$ cat config.mk
export PLATFORM = sky130hd
export DESIGN_NAME = pdn_seq
export DESIGN_NICKNAME = d
export VERILOG_FILES = /design/src/rtl/pdn_pkg.sv /design/src/rtl/pdn_entry_gate.sv /design/src/rtl/pdn_low_timer.sv /design/src/rtl/pdn_exit_timer.sv /design/src/rtl/pdn_seq.sv
export SDC_FILE = /design/constraint.sdc
export NUM_CORES = 1
export LEC_CHECK = 0
export BUFFER_PORTS_ARGS = -buffer_cell sky130_fd_sc_hd__buf_2
export CAP_MARGIN = 10
export CORE_UTILIZATION = 35
export CTS_CLUSTER_SIZE = 14
export DETAILED_ROUTE_END_ITERATION = 12
export PLACE_DENSITY = 0.64
export RECOVER_POWER = 25
export SLEW_MARGIN = 20
export SYNTH_ARGS = -nofsm -noshare
export SYNTH_HDL_FRONTEND = slang
export SYNTH_SLANG_ARGS = --single-unit
$ cat constraint.sdc
create_clock -name clk -period 2 [get_ports clk]
set_input_delay 0.1 -clock clk [delete_from_list [all_inputs] [get_ports clk]]
set_output_delay 0.1 -clock clk [all_outputs]
set_load 0.1 [all_outputs]
$ cat src/rtl/pdn_pkg.sv
package pdn_pkg;

    localparam int unsigned BLK_OPS = 5;
    localparam int unsigned ALW_OPS = 4;

    typedef enum logic [1:0] {
        PD_UP    = 2'd0,
        PD_ENTER = 2'd1,
        PD_DOWN  = 2'd2,
        PD_EXIT  = 2'd3
    } pd_state_e;

    // bit 0 first: mode register set, MPR, ZQ calibration, DLL lock, rd/wr burst
    typedef struct packed {
        logic rdwr;
        logic dll_lock;
        logic zq_cal;
        logic mpr;
        logic mrs;
    } blk_ops_t;

    // bit 0 first: activate, precharge, auto-precharge, refresh
    typedef struct packed {
        logic refresh;
        logic auto_pre;
        logic precharge;
        logic activate;
    } alw_ops_t;

    function automatic logic st_is_low(pd_state_e s);
        return (s == PD_ENTER) || (s == PD_DOWN);
    endfunction

    function automatic logic needs_long_dll(logic slow, logic active);
        return slow && !active;
    endfunction

endpackage

$ cat src/rtl/pdn_entry_gate.sv
module pdn_entry_gate
    import pdn_pkg::*;
#(
    parameter int unsigned IDLE_W   = 8,
    parameter int unsigned IDLE_MIN = 4
) (
    input  logic                clk,
    input  logic                rst,
    input  pd_state_e           st,
    input  logic                pd_req,
    input  logic [BLK_OPS-1:0]  busy_block,
    input  logic [IDLE_W-1:0]   idle_cnt,
    output logic                go_enter
);
    localparam logic [IDLE_W-1:0] IDLE_MIN_L = IDLE_W'(IDLE_MIN);

    blk_ops_t ops;
    logic     pend_q;
    logic     want;
    logic     clear_to_go;

    assign ops         = blk_ops_t'(busy_block);
    assign want        = pend_q || pd_req;
    assign clear_to_go = !(|ops) && (idle_cnt >= IDLE_MIN_L);
    assign go_enter    = (st == PD_UP) && want && clear_to_go;

    always_ff @(posedge clk) begin
        if (rst) begin
            pend_q <= 1'b0;
        end else if (go_enter) begin
            pend_q <= 1'b0;
        end else if (pd_req && (st == PD_UP || st == PD_EXIT)) begin
            pend_q <= 1'b1;
        end
    end

    // a pending request survives until it is served
    assert_pend_held_R2: assert property (@(posedge clk) disable iff (rst)
        (pend_q && st == PD_UP && !clear_to_go) |=> pend_q);

endmodule

$ cat src/rtl/pdn_low_timer.sv
module pdn_low_timer
    import pdn_pkg::*;
#(
    parameter int unsigned N_BANKS  = 8,
    parameter int unsigned T_CPDED  = 2,
    parameter int unsigned T_CKE    = 4,
    parameter int unsigned T_PD_MAX = 72
) (
    input  logic                clk,
    input  logic                rst,
    input  pd_state_e           st,
    input  logic                go_enter,
    input  logic [N_BANKS-1:0]  bank_open,
    input  logic [ALW_OPS-1:0]  busy_allow,
    input  logic                exit_fast,
    output logic                cpded_done,
    output logic                min_met,
    output logic                cap_hit,
    output logic                class_active,
    output logic                slow_exit
);
    localparam int unsigned    LW       = $clog2(T_PD_MAX + 2);
    localparam logic [LW-1:0]  NOP_END  = LW'(T_CPDED + 1);
    localparam logic [LW-1:0]  CKE_L    = LW'(T_CKE);
    localparam logic [LW-1:0]  CAP_L    = LW'(T_PD_MAX);

    alw_ops_t       alw;
    logic           low;
    logic [LW-1:0]  lowcnt_q;
    logic           settled_q;
    logic           class_q;
    logic           slow_q;

    assign alw = alw_ops_t'(busy_allow);
    assign low = st_is_low(st);

    always_ff @(posedge clk) begin
        if (rst) begin
            lowcnt_q <= '0;
        end else if (go_enter) begin
            lowcnt_q <= LW'(1);
        end else if (low) begin
            lowcnt_q <= lowcnt_q + LW'(1);
        end else begin
            lowcnt_q <= '0;
        end
    end

    always_ff @(posedge clk) begin
        if (rst) begin
            class_q   <= 1'b0;
            settled_q <= 1'b1;
            slow_q    <= 1'b0;
        end else if (go_enter) begin
            class_q   <= |bank_open;
            settled_q <= !(|alw);
            slow_q    <= !exit_fast;
        end else if (low && !settled_q) begin
            class_q   <= |bank_open;
            settled_q <= !(|alw);
        end
    end

    assign cpded_done   = lowcnt_q >= NOP_END;
    assign min_met      = lowcnt_q >= CKE_L;
    assign cap_hit      = lowcnt_q >= CAP_L;
    assign class_active = class_q;
    assign slow_exit    = slow_q;

    // the low phase never outlasts the refresh budget
    assert_cap_bound_R8: assert property (@(posedge clk) disable iff (rst)
        low |-> (lowcnt_q <= CAP_L));

    // classification is frozen once in-flight operations have finished
    assert_class_frozen_R4: assert property (@(posedge clk) disable iff (rst)
        (low && settled_q && !go_enter) |=> (!st_is_low(st) || $stable(class_q)));

endmodule

$ cat src/rtl/pdn_exit_timer.sv
module pdn_exit_timer
    import pdn_pkg::*;
#(
    parameter int unsigned T_XP    = 3,
    parameter int unsigned T_XPDLL = 10
) (
    input  logic       clk,
    input  logic       rst,
    input  pd_state_e  st,
    input  logic       class_active,
    input  logic       slow_exit,
    output logic       xp_met,
    output logic       dll_met
);
    localparam int unsigned    XW      = $clog2(T_XPDLL + 2);
    localparam logic [XW-1:0]  XP_L    = XW'(T_XP);
    localparam logic [XW-1:0]  XPDLL_L = XW'(T_XPDLL);

    logic [XW-1:0] xcnt_q;
    logic          long_wait;

    assign long_wait = needs_long_dll(slow_exit, class_active);
    assign xp_met    = xcnt_q >= XP_L;
    assign dll_met   = long_wait ? (xcnt_q >= XPDLL_L) : xp_met;

    always_ff @(posedge clk) begin
        if (rst) begin
            xcnt_q <= '0;
        end else if (st == PD_EXIT && !dll_met) begin
            xcnt_q <= xcnt_q + XW'(1);
        end else begin
            xcnt_q <= '0;
        end
    end

    // DLL-dependent commands never open before the others
    assert_dll_after_xp_R7: assert property (@(posedge clk) disable iff (rst)
        (st == PD_EXIT && dll_met) |-> xp_met);

endmodule

$ cat src/rtl/pdn_seq.sv
module pdn_seq
    import pdn_pkg::*;
#(
    parameter int unsigned N_BANKS  = 8,
    parameter int unsigned IDLE_W   = 8,
    parameter int unsigned IDLE_MIN = 4,
    parameter int unsigned T_CPDED  = 2,
    parameter int unsigned T_CKE    = 4,
    parameter int unsigned T_XP     = 3,
    parameter int unsigned T_XPDLL  = 10,
    parameter int unsigned T_REFI   = 8
) (
    input  logic                clk,
    input  logic                rst,
    input  logic                pd_req,
    input  logic                wake_req,
    input  logic [4:0]          busy_block,
    input  logic [3:0]          busy_allow,
    input  logic [N_BANKS-1:0]  bank_open,
    input  logic                exit_fast,
    input  logic [IDLE_W-1:0]   idle_cnt,
    output logic                cke,
    output logic                force_nop,
    output logic                grant_other,
    output logic                grant_dll,
    output logic                pd_active_mode,
    output logic                refresh_wake
);
    localparam int unsigned T_PD_MAX = 9 * T_REFI;

    pd_state_e st_q, st_d;
    logic      go_enter, go_exit;
    logic      cpded_done, min_met, cap_hit;
    logic      class_active, slow_exit;
    logic      xp_met, dll_met;
    logic      wake_pend_q;
    logic      low;

    pdn_entry_gate #(
        .IDLE_W   (IDLE_W),
        .IDLE_MIN (IDLE_MIN)
    ) u_gate (
        .clk        (clk),
        .rst        (rst),
        .st         (st_q),
        .pd_req     (pd_req),
        .busy_block (busy_block),
        .idle_cnt   (idle_cnt),
        .go_enter   (go_enter)
    );

    pdn_low_timer #(
        .N_BANKS  (N_BANKS),
        .T_CPDED  (T_CPDED),
        .T_CKE    (T_CKE),
        .T_PD_MAX (T_PD_MAX)
    ) u_low (
        .clk          (clk),
        .rst          (rst),
        .st           (st_q),
        .go_enter     (go_enter),
        .bank_open    (bank_open),
        .busy_allow   (busy_allow),
        .exit_fast    (exit_fast),
        .cpded_done   (cpded_done),
        .min_met      (min_met),
        .cap_hit      (cap_hit),
        .class_active (class_active),
        .slow_exit    (slow_exit)
    );

    pdn_exit_timer #(
        .T_XP    (T_XP),
        .T_XPDLL (T_XPDLL)
    ) u_exit (
        .clk          (clk),
        .rst          (rst),
        .st           (st_q),
        .class_active (class_active),
        .slow_exit    (slow_exit),
        .xp_met       (xp_met),
        .dll_met      (dll_met)
    );

    assign low     = st_is_low(st_q);
    assign go_exit = (st_q == PD_DOWN) && min_met && (wake_pend_q || wake_req || cap_hit);

    always_comb begin
        st_d = st_q;
        unique case (st_q)
            PD_UP:    if (go_enter)   st_d = PD_ENTER;
            PD_ENTER: if (cpded_done) st_d = PD_DOWN;
            PD_DOWN:  if (go_exit)    st_d = PD_EXIT;
            PD_EXIT:  if (dll_met)    st_d = PD_UP;
            default:                  st_d = PD_UP;
        endcase
    end

    always_ff @(posedge clk) begin
        if (rst) begin
            st_q <= PD_UP;
        end else begin
            st_q <= st_d;
        end
    end

    always_ff @(posedge clk) begin
        if (rst) begin
            wake_pend_q <= 1'b0;
        end else if (go_exit || !low) begin
            wake_pend_q <= 1'b0;
        end else if (wake_req) begin
            wake_pend_q <= 1'b1;
        end
    end

    assign cke            = !low;
    assign force_nop      = (st_q == PD_ENTER);
    assign grant_other    = (st_q == PD_UP) || (st_q == PD_EXIT && xp_met);
    assign grant_dll      = (st_q == PD_UP) || (st_q == PD_EXIT && dll_met);
    assign pd_active_mode = low && class_active;
    assign refresh_wake   = (st_q == PD_DOWN) && cap_hit;

    // the falling clock-enable edge always carries a forced NOP
    assert_nop_on_fall_R1: assert property (@(posedge clk) disable iff (rst)
        $fell(cke) |-> force_nop);

    // a blocking operation keeps the clock enable high
    assert_block_entry_R2: assert property (@(posedge clk) disable iff (rst)
        (st_q == PD_UP && (|busy_block)) |=> cke);

    // no rise before the minimum low time
    assert_min_low_R5: assert property (@(posedge clk) disable iff (rst)
        (!cke && !min_met) |=> !cke);

    // the forced wakeup is followed by the rise of the clock enable
    assert_refwake_rise_R8: assert property (@(posedge clk) disable iff (rst)
        refresh_wake |=> cke);

    // reset always returns to the normal state
    assert_reset_state_R9: assert property (@(posedge clk)
        rst |=> (cke && grant_other && grant_dll && !force_nop));

endmodule

==> run summary, run 1 <==
======================================================================================
Run status                                                                finished, final reports clean
Final Util                                                                      0.4737
Clock transition at the registers of the reported paths                        0.10 ns
Startpoint class of the critical path                                        flip-flop
FILL cells                                                                         279
Net count of the mapped netlist                                                    151
Root buf cell                                                             sky130_fd_sc_hd__clkbuf_4
TritonCTS clock tree                                                               yes
Via count of the first global-routing pass                                         836
Share of layout cells above drive strength 1                                    0.2886
Worst-path maximum fanout                                                            4
Tmin final                                                                    1.906 ns
Post-synth ARST share                                                                0
Yosys top cell by area                                                    sky130_fd_sc_hd__dfxtp_1
Weighted congestion reported at the end of routability-driven placement         0.7457
Core Area                                                                     2567 µm²
Initial antenna violation count                                                      0
Post-route DRC violation count                                                       0
Maximum buffer depth of the clock tree                                               2
HPWL Detailed                                                                  1650 µm
Setup Crit Path Kind                                                        reg -> out
Mapped cell area                                                             980.9 µm²
P_leak                                                                       0.5179 nW
Number of failing setup endpoints in the final timing report                         0
Num Clock Sinks                                                                     18
Predominant post-synthesis flop cell                                      sky130_fd_sc_hd__dfxtp_1
Count of cell types in the netlist                                                  33
Actual slew at the worst max-slew pin                                        0.5414 ns
List of most frequent post-synthesis cells                                18 x sky130_fd_sc_hd__dfxtp_1, 13 x sky130_fd_sc_hd__nor2_1, 8 x sky130_fd_sc_hd__ha_1, 8 x sky130_fd_sc_hd__inv_1, 8 x sky130_fd_sc_hd__nand3_1
Total power after layout                                                      1.006 mW
Largest vdd supply drop                                                    0.0003902 V
Max Slew Vio Count                                                                   0
Setup repair after global routing missed its margin                              false
Count of state elements after synthesis                                             18
Clock latency on the worst-skew pair                                           0.28 ns
Height of the die                                                             54.94 µm
Number of buffers added on ports                                                    33
Synth Warn #                                                                         0
Portion of total power attributed to the clock network                           0.173
Average wire per cell in the routed design                                    11.23 µm
Cell with the most instances after synthesis                              sky130_fd_sc_hd__dfxtp_1
Number of iterations in the first detailed-routing pass                              4
Instance count of the mapped netlist                                               113
Internal Power                                                                570.0 µW
Crit-path cells                                                           ha_1, or3_1, a21o_2, a21boi_4, buf_4
ANT cells                                                                            0
Antenna-violating nets left                                                          0
Die Span X                                                                    54.94 µm
P per Cell Area                                                           827.0 nW/µm²
Proportion of netlist area held by the largest area contributor                 0.3673
Cell at the slowest stage of the critical path                            sky130_fd_sc_hd__or3_1
Slowest Stage Delay on Critical Path                                           0.36 ns
Portion of the post-synthesis area used by sequential elements                  0.3673
Leftover overflow at the end of global routing                                       0
Crit path buffers/inverters                                                          1
Ratio of routed vias to standard cells                                           5.168
Required time reported for the critical path endpoint                          1.90 ns
Global-route usage over all layers                                              0.1531
Final critical-path share of the clock period                                   0.9532
Number of enable-type register cells in the synthesized netlist                      0
Dominant cells by area after synthesis                                    sky130_fd_sc_hd__dfxtp_1 37%, sky130_fd_sc_hd__ha_1 10%, sky130_fd_sc_hd__nor2_1 5.0%, sky130_fd_sc_hd__nand3_1 4.1%, sky130_fd_sc_hd__xnor2_1 3.6%
Clock buffers created by TritonCTS                                                   3
Total setup buffers inserted after CTS                                               0
Number of top-level pins                                                            36
Max-capacitance violation count                                                      0
Clock tree skew after final layout                                         0.003929 ns
Kind of end point of the critical path                                    primary output
Power spent charging and discharging nets                                     435.8 µW
Setup tns final                                                                   0 ns
Vias                                                                               925
Global-route wire length before repair                                         3339 µm
Floorplan die area                                                            3018 µm²
Arrival time at the worst endpoint                                             1.81 ns
Sequential fraction of design power                                              0.387
Number of failing hold endpoints at the final stage                                  0
Drt initial violations                                                              18
Total length of routed wires                                                   2010 µm
Crit path max-delay family                                                compound AO/OA/AOI/OAI gates
Switching portion of total power                                                0.4333
H-tree level count                                                                   1
Gate power share                                                                 0.440
Placement Rows                                                                      18
Starting utilization of the core area                                           0.3821
Syn_area_per_cell                                                            8.681 µm²
Max_slew headroom                                                               0.6406
# nets final                                                                       189
Path class of the lowest-slack min-delay path                                in -> reg
Largest net degree at the start of global routing                                   14
FMAX                                                                         524.5 MHz
Area added between synthesis and finish                                         23.98%
======================================================================================
## stage by stage
stage               worst slack (ns)  instances  hold slack (ns)  cell area, µm²
floorplan                    0.01526        113           0.1774           993.5
global placement              0.2903        175           0.2825            1186
detailed placement            0.2710        175           0.2842            1186
CTS                          0.03306        179          0.07665            1219
global route                 0.01705        179          0.08520            1216
finish                       0.09354        179          0.07874            1216
## final timing paths
check | from | endpoint | slack, ns | cells past startpoint
setup / recovery | u_exit.xcnt_q[0] | grant_dll | 0.09 | 5
hold / removal | busy_allow[2] | u_low.settled_q | 0.08 | 4
setup reg to reg | st_q[1] | u_low.lowcnt_q[2] | 0.24 | 6
hold reg to reg | u_low.settled_q | u_low.settled_q | 0.47 | 2
## placed cells by master (no fill, tap or decap), types with 2 or more instances in the layout
cell type                  netlist  layout
sky130_fd_sc_hd__xnor2_1         4       4
sky130_fd_sc_hd__clkbuf_4        0       3
sky130_fd_sc_hd__nand3_1         8       8
sky130_fd_sc_hd__dfxtp_1        18      18
sky130_fd_sc_hd__nand2b_1        2       2
sky130_fd_sc_hd__nor3_1          6       6
sky130_fd_sc_hd__nor2_1         13      13
sky130_fd_sc_hd__ha_1            8       8
sky130_fd_sc_hd__or3_1           4       4
sky130_fd_sc_hd__and3_1          2       2
sky130_fd_sc_hd__inv_1           8       8
sky130_fd_sc_hd__xor2_1          3       3
sky130_fd_sc_hd__a21oi_1         5       5
sky130_fd_sc_hd__o31ai_1         3       3
sky130_fd_sc_hd__buf_2           1      31
sky130_fd_sc_hd__nor4_1          5       5
sky130_fd_sc_hd__nand2_1         6       6
## power groups by stage
stage | clock (mW) | sequential [mW] | combinational (mW)
after floorplan | 0 | 0.395 | 0.361
after global placement | 0 | 0.397 | 0.433
after detailed placement | 0 | 0.398 | 0.437
after CTS | 0.181 | 0.389 | 0.440
after global routing | 0.194 | 0.392 | 0.471
final | 0.174 | 0.389 | 0.442
## cell type report
class                   count  area (µm²)  area share
inverters                   8       30.03     0.02469
clock buffers               3       22.52     0.01852
multi-input cells          85       584.3      0.4805
repair buffers             35       181.4      0.1492
flip-flops and latches     18       360.3      0.2963
well taps                  30       37.54     0.03086
## routing by layer
layer	up-vias	wire (µm)	GRT usage
li1	472	-	-
met1	422	883	0.1884
met2	29	980	0.2631
met3	2	117	0.02459
met4	0	29	0.06250
met5	-	0	0
## cells by family after synthesis
family                     synth area share
xor gates and xnor gates            0.06250
adders and majority gates            0.1020
and+or+nand+nor                      0.2921
AOI/OAI and AO/OA                    0.1276
DFF                                  0.3674
buffers and inverters               0.04846
## flip-flops by register name, indices dropped and copies added, names as in the netlist
signal and flops:
st_q 2, u_low.slow_exit 1, u_low.class_active 1, u_low.settled_q 1, u_exit.xcnt_q 4, u_low.lowcnt_q 7
wake_pend_q 1, u_gate.pend_q 1
## repair_timing
action	in CTS	in global routing
resized for setup	0	2
endpoints found under the setup margin	0	1
hold endpoints to repair	1	0
hold buffers	1	0
## worst reg2reg max path: stages (launching register included)
cell and delay, ns:
sky130_fd_sc_hd__dfxtp_1 0.40, sky130_fd_sc_hd__inv_1 0.08, sky130_fd_sc_hd__ha_1 0.24, sky130_fd_sc_hd__nor4b_4 0.16, sky130_fd_sc_hd__and2_0 0.24, sky130_fd_sc_hd__or3_1 0.44
sky130_fd_sc_hd__nor2_1 0.13
Note: power is estimated with default switching activity, not from simulation.
==> inputs of run 2 (changes only) <==
--- a/config.mk
+++ b/config.mk
@@ -5,12 +5,14 @@
 export SDC_FILE = /design/constraint.sdc
 export NUM_CORES = 1
 export LEC_CHECK = 0
+export ABC_AREA = 1
 export BUFFER_PORTS_ARGS = -buffer_cell sky130_fd_sc_hd__buf_2
 export CAP_MARGIN = 10
+export CORE_MARGIN = 10
 export CORE_UTILIZATION = 35
 export CTS_CLUSTER_SIZE = 14
 export DETAILED_ROUTE_END_ITERATION = 12
-export PLACE_DENSITY = 0.64
+export PLACE_DENSITY = 0.63
 export RECOVER_POWER = 25
 export SLEW_MARGIN = 20
 export SYNTH_ARGS = -nofsm -noshare
==> run summary, run 2 <==
======================================================================================
Run status                                                                finished, final reports clean
Mapped cell area                                                              1044 µm²   +6.4%
Dominant cells by area after synthesis                                    sky130_fd_sc_hd__dfxtp_1 35%, sky130_fd_sc_hd__nand2_1 10%, sky130_fd_sc_hd__ha_1 9.6%, sky130_fd_sc_hd__nor2_1 9.4%, sky130_fd_sc_hd__inv_1 8.6%
Area share of xor/xnor cells in the synthesized design                         0.02518   -0.03732
Worst hold stages                                                                    3   -1
Number of enable-type register cells in the synthesized netlist                      0   unchanged
H-tree level count                                                                   1   unchanged
Core Area                                                                     2805 µm²   +9.3%
FMAX                                                                         556.4 MHz   +6.1%
FF-to-FF setup slack                                                           0.42 ns   +0.18 ns
Leftover overflow at the end of global routing                                       0   unchanged
Worst slack after detailed placement                                         0.4880 ns   +0.2170 ns
Final hold slack                                                            0.06857 ns   -0.01016 ns
Fraction of the mapped netlist area in compound gates                          0.08034   -0.04722
Adder-cell area share of the yosys netlist                                     0.09592   -0.006118
Max_slew headroom                                                               0.6743   +0.03367
Minimum setup slack in the final design                                      0.2027 ns   +0.1091 ns
Arrival time at the worst endpoint                                             1.70 ns   -0.11 ns
Vias                                                                               956   +3.4%
Proportion of netlist area held by the largest area contributor                 0.3453   -0.02202
Ratio of routed vias to standard cells                                           4.467   -14%
Post-route standard cell area excluding fillers                               1257 µm²   +3.4%
Synth Warn #                                                                         0   unchanged
Placement Rows                                                                      19   +1
P per Cell Area                                                            1220 nW/µm²   +47%
Endpoint of the worst hold path                                           u_gate.pend_q
Startpoint class of the critical path                                        flip-flop
Final Util                                                                      0.4483   -0.02542
Required time reported for the critical path endpoint                          1.90 ns   about the same
Largest net degree at the start of global routing                                   10   -4
Initial antenna violation count                                                      0   unchanged
Cell with the most instances after synthesis                              sky130_fd_sc_hd__nand2_1
Final non-filler cell total                                                        214   +20%
Number of failing setup endpoints in the final timing report                         0   unchanged
Setup Crit Path Kind                                                        reg -> out
Clock transition at the registers of the reported paths                        0.10 ns   about the same
HPWL Detailed                                                                  1943 µm   +18%
Actual slew at the worst max-slew pin                                        0.4920 ns   -0.04943 ns
Clock buffers created by TritonCTS                                                   3   unchanged
List of most frequent post-synthesis cells                                28 x sky130_fd_sc_hd__nand2_1, 26 x sky130_fd_sc_hd__nor2_1, 24 x sky130_fd_sc_hd__inv_1
Area added between synthesis and finish                                         20.50%
Total length of routed wires                                                   2297 µm   +14%
Largest register by flop count                                            u_low.lowcnt_q
Maximum buffer depth of the clock tree                                               2   unchanged
Max-capacitance violation count                                                      0   unchanged
Global-route wire length before repair                                         3919 µm   +17%
Number of flip-flops in the largest register                                         7   unchanged
Worst-path maximum fanout                                                            5   +1
Post-synth ARST share                                                                0   unchanged
# nets final                                                                       223   +18%
Endpoint of the lowest-slack register-to-register path                    u_low.lowcnt_q[4]
Simple-gate portion of the synthesized area                                     0.3597   +0.06762
P_leak                                                                       0.6232 nW   +20%
Total setup buffers inserted after CTS                                               0   unchanged
Portion of the post-synthesis area used by sequential elements                  0.3453   -0.02202
Number of failing hold endpoints at the final stage                                  0   unchanged
Num Clock Sinks                                                                     18   unchanged
Start of the worst register-to-register path                                   st_q[0]
Starting utilization of the core area                                           0.3720   -0.01008
Max Slew Vio Count                                                                   0   unchanged
FILL cells                                                                         286   +2.5%
Count of state elements after synthesis                                             18   unchanged
Hold buffers post-CTS                                                                1   unchanged
Post-route DRC violation count                                                       0   unchanged
Largest vdd supply drop                                                     0.001182 V   +200%
Startpoint of the most critical hold path                                       pd_req
Final critical-path share of the clock period                                   0.8987   -0.05456
Kind of end point of the critical path                                    primary output
Worst r2r path cells                                                                 7   +1
Clock tree skew after final layout                                         0.001310 ns   -0.002618 ns
Die Span X                                                                    74.60 µm   +36%
Global-route usage over all layers                                             0.08769   -0.06542
Instance count of the mapped netlist                                               146   +29%
Share of layout cells above drive strength 1                                    0.2514   -0.03722
Largest registers in the final layout                                     u_low.lowcnt_q x7, u_exit.xcnt_q x4, st_q x2
Path class of the lowest-slack min-delay path                                in -> reg
Leading cell types in the layout, fill and taps excluded                  33 x sky130_fd_sc_hd__buf_2, 29 x sky130_fd_sc_hd__nand2_1, 27 x sky130_fd_sc_hd__nor2_1
Average wire per cell in the routed design                                    10.73 µm   -4.4%
Setup repair after global routing missed its margin                              false
Weighted congestion reported at the end of routability-driven placement         0.7192   -3.6%
Number of buffers added on ports                                                    33   unchanged
Floorplan die area                                                            5565 µm²   +84%
Via count of the first global-routing pass                                         970   +16%
Number of iterations in the first detailed-routing pass                              4   unchanged
Antenna-violating nets left                                                          0   unchanged
Setup tns final                                                                   0 ns   unchanged
Tmin final                                                                    1.797 ns   -0.1091 ns
ANT cells                                                                            0   unchanged
Drt initial violations                                                              21   +3
Net count of the mapped netlist                                                    184   +22%
Number of top-level pins                                                            36   unchanged
TritonCTS clock tree                                                               yes
Clock latency on the worst-skew pair                                           0.29 ns   about the same
Yosys top cell by area                                                    sky130_fd_sc_hd__dfxtp_1
Commonest non-fill, non-tap cell in the layout                            sky130_fd_sc_hd__buf_2
Number of cells upsized or downsized after cts                                       0   unchanged
Syn_area_per_cell                                                            7.147 µm²   -18%
Height of the die                                                             74.60 µm   +36%
Predominant post-synthesis flop cell                                      sky130_fd_sc_hd__dfxtp_1
Count of cell types in the netlist                                                  27   -18%
Multiplexer fraction of the synthesized cell area                                    0   unchanged
Root buf cell                                                             sky130_fd_sc_hd__clkbuf_4
Post-detailed-placement cell area                                             1247 µm²   +5.2%
Placed Instances                                                                   210   +20%
Largest family of logic cells by synthesized area                         simple AND/OR/NAND/NOR gates
Total power after layout                                                      1.534 mW   +52%
======================================================================================
run 2: cell type report:
cell class	instances	area, µm²	share of cell area
multi-input combinational	102	563.0	0.4478
sequential	18	360.3	0.2866
tap	31	38.79	0.03085
inverter	26	97.59	0.07761
timing repair buffer	34	175.2	0.1393
clock buffer	3	22.52	0.01791
run 2: routing by layer:
| layer | GRT usage | vias to the layer above | part of all wire |
|---|---|---|---|
| li1 | - | 528 | - |
| met1 | 0.1002 | 405 | 0.47 |
| met2 | 0.1479 | 20 | 0.48 |
| met3 | 0.03059 | 3 | 0.042 |
| met4 | 0.03151 | 0 | 0.0096 |
| met5 | 0 | - | 0 |
run 2: where the power goes:
| part | total [mW] | internal (mW) | switching (mW) |
|---|---|---|---|
| Clock | 0.187 | 0.0702 | 0.116 |
| Combinational | 0.908 | 0.192 | 0.716 |
| Sequential | 0.439 | 0.400 | 0.0385 |
| Total | 1.53 | 0.663 | 0.871 |
run 2: logic make-up after synthesis:
family / after synthesis
flip-flops: 18
XOR/XNOR: 3
AND/OR/NAND/NOR: 79
AO/OA/AOI/OAI: 12
buffers and inverters: 26
adder cells (fa/ha/maj): 8
run 2: how the worst max path moves through the flow:
stage	start	endpoint
6_report	st_q[0]	cke
5_1_grt	u_exit.xcnt_q[0]	grant_dll
4_1_cts	u_exit.xcnt_q[1]	grant_dll
3_5_place_dp	st_q[0]	u_low.class_active
3_3_place_gp	st_q[0]	u_low.class_active
2_1_floorplan	st_q[0]	refresh_wake
run 2: critical path, stage by stage, from the launching register on:
cell	delay, ns
sky130_fd_sc_hd__dfxtp_1	0.41
sky130_fd_sc_hd__inv_1	0.09
sky130_fd_sc_hd__ha_1	0.31
sky130_fd_sc_hd__inv_1	0.14
sky130_fd_sc_hd__buf_2	0.45
==> inputs of run 3 (changes only) <==
--- a/config.mk
+++ b/config.mk
@@ -12,8 +12,10 @@
 export CORE_UTILIZATION = 35
 export CTS_CLUSTER_SIZE = 14
 export DETAILED_ROUTE_END_ITERATION = 12
+export MAX_ROUTING_LAYER = met4
 export PLACE_DENSITY = 0.63
 export RECOVER_POWER = 25
+export REMOVE_ABC_BUFFERS = 1
 export SLEW_MARGIN = 20
 export SYNTH_ARGS = -nofsm -noshare
 export SYNTH_HDL_FRONTEND = slang
==> run summary, run 3 (synthesis results as in run 2) <==
======================================================================================
Global-route wire length before repair                                         3919 µm   unchanged
# nets final                                                                       223   unchanged
Number of top-level pins                                                            36   unchanged
Largest vdd supply drop                                                     0.001182 V   unchanged
Kind of end point of the critical path                                    primary output
Commonest non-fill, non-tap cell in the layout                            sky130_fd_sc_hd__buf_2
Required time reported for the critical path endpoint                          1.90 ns   about the same
Starting utilization of the core area                                           0.3720   unchanged
Vias                                                                               956   unchanged
Actual slew at the worst max-slew pin                                        0.4920 ns   unchanged
Clock transition at the registers of the reported paths                        0.10 ns   about the same
Ratio of routed vias to standard cells                                           4.467   unchanged
Path class of the lowest-slack min-delay path                                in -> reg
Setup repair after global routing missed its margin                              false
Final critical-path share of the clock period                                   0.8986   about the same
Maximum buffer depth of the clock tree                                               2   unchanged
Share of layout cells above drive strength 1                                    0.2514   unchanged
Antenna-violating nets left                                                          0   unchanged
Arrival time at the worst endpoint                                             1.70 ns   about the same
Post-detailed-placement cell area                                             1247 µm²   unchanged
Post-route DRC violation count                                                       0   unchanged
Max_slew headroom                                                               0.6743   unchanged
Initial antenna violation count                                                      0   unchanged
Post-route standard cell area excluding fillers                               1257 µm²   unchanged
Startpoint class of the critical path                                        flip-flop
Max-capacitance violation count                                                      0   unchanged
Largest net degree at the start of global routing                                   10   unchanged
HPWL Detailed                                                                  1943 µm   unchanged
Worst-path maximum fanout                                                            5   unchanged
Average wire per cell in the routed design                                    10.73 µm   about the same
FMAX                                                                         556.4 MHz   about the same
Setup tns final                                                                   0 ns   unchanged
Die Span X                                                                    74.60 µm   unchanged
Area added between synthesis and finish                                         20.50%   unchanged
TritonCTS clock tree                                                               yes
Number of failing setup endpoints in the final timing report                         0   unchanged
Core Area                                                                     2805 µm²   unchanged
Setup Crit Path Kind                                                        reg -> out
H-tree level count                                                                   1   unchanged
Leading cell types in the layout, fill and taps excluded                  33 x sky130_fd_sc_hd__buf_2, 29 x sky130_fd_sc_hd__nand2_1, 27 x sky130_fd_sc_hd__nor2_1
P_leak                                                                       0.6232 nW   unchanged
Total length of routed wires                                                   2296 µm   about the same
Number of failing hold endpoints at the final stage                                  0   unchanged
Root buf cell                                                             sky130_fd_sc_hd__clkbuf_4
ANT cells                                                                            0   unchanged
Largest register by flop count                                            u_low.lowcnt_q
Max Slew Vio Count                                                                   0   unchanged
Floorplan die area                                                            5565 µm²   unchanged
Largest registers in the final layout                                     u_low.lowcnt_q x7, u_exit.xcnt_q x4, st_q x2
Run status                                                                finished, final reports clean
Num Clock Sinks                                                                     18   unchanged
Via count of the first global-routing pass                                         970   unchanged
Global-route usage over all layers                                             0.09033   +0.002640
Placement Rows                                                                      19   unchanged
Weighted congestion reported at the end of routability-driven placement         0.7276   +1.2%
Tmin final                                                                    1.797 ns   -0.0001480 ns
Total setup buffers inserted after CTS                                               0   unchanged
Clock buffers created by TritonCTS                                                   3   unchanged
Clock latency on the worst-skew pair                                           0.29 ns   about the same
Height of the die                                                             74.60 µm   unchanged
Number of iterations in the first detailed-routing pass                              4   unchanged
Hold buffers post-CTS                                                                1   unchanged
Clock tree skew after final layout                                         0.001310 ns   unchanged
Number of cells upsized or downsized after cts                                       0   unchanged
Leftover overflow at the end of global routing                                       0   unchanged
Number of flip-flops in the largest register                                         7   unchanged
P per Cell Area                                                            1220 nW/µm²   about the same
Number of buffers added on ports                                                    33   unchanged
Drt initial violations                                                              21   unchanged
======================================================================================
==> run 3: path summary, 6_finish.rpt <==
path	startpoint	end	slack, ns	cells past startpoint
max	st_q[0]	cke	0.20	4
min	pd_req	u_gate.pend_q	0.07	3
max reg2reg	st_q[0]	u_low.lowcnt_q[4]	0.42	7
min reg2reg	u_exit.xcnt_q[0]	u_exit.xcnt_q[0]	0.47	1
==> run 3: final cells by class <==
type,instances,area (µm²)
repair buffers,34,175.2
clock buffers,3,22.52
flip-flops and latches,18,360.3
fillers,286,1548
well taps,31,38.79
inverters,26,97.59
multi-input cells,102,563.0
==> run 3: per-stage QoR <==
step / power (mW) / utilization / cells / setup slack, ns / hold WS [ns]
final: 1.534 / 0.4483 / 214 / 0.2028 / 0.06857
after global routing: 1.640 / 0.4483 / 214 / 0.02622 / 0.08615
after CTS: 1.561 / 0.4563 / 214 / 0.1775 / 0.06596
after detailed placement: 1.370 / 0.4447 / 210 / 0.4880 / 0.3054
after global placement: 1.363 / 0.4447 / 210 / 0.5077 / 0.3005
after floorplan: 1.210 / - / 146 / 0.006243 / 0.2051
==> run 3: per-layer routing <==
metal / up-vias / GRT usage / wire (µm)
li1: 528 / - / -
met1: 405 / 0.1032 / 1094
met4: 0 / 0.03151 / 22
met5: - / - / 0
met3: 3 / 0.02527 / 71
met2: 20 / 0.1479 / 1108
==> run 3: worst max-delay path, cell delays in order, from the launching register on <==
cell,delay (ns)
sky130_fd_sc_hd__dfxtp_1,0.41
sky130_fd_sc_hd__inv_1,0.09
sky130_fd_sc_hd__ha_1,0.31
sky130_fd_sc_hd__inv_1,0.14
sky130_fd_sc_hd__buf_2,0.45
==> run 3: where the power goes <==
part | internal (mW) | switching (mW)
registers | 0.400 | 0.0385
logic | 0.192 | 0.716
clock network | 0.0702 | 0.116
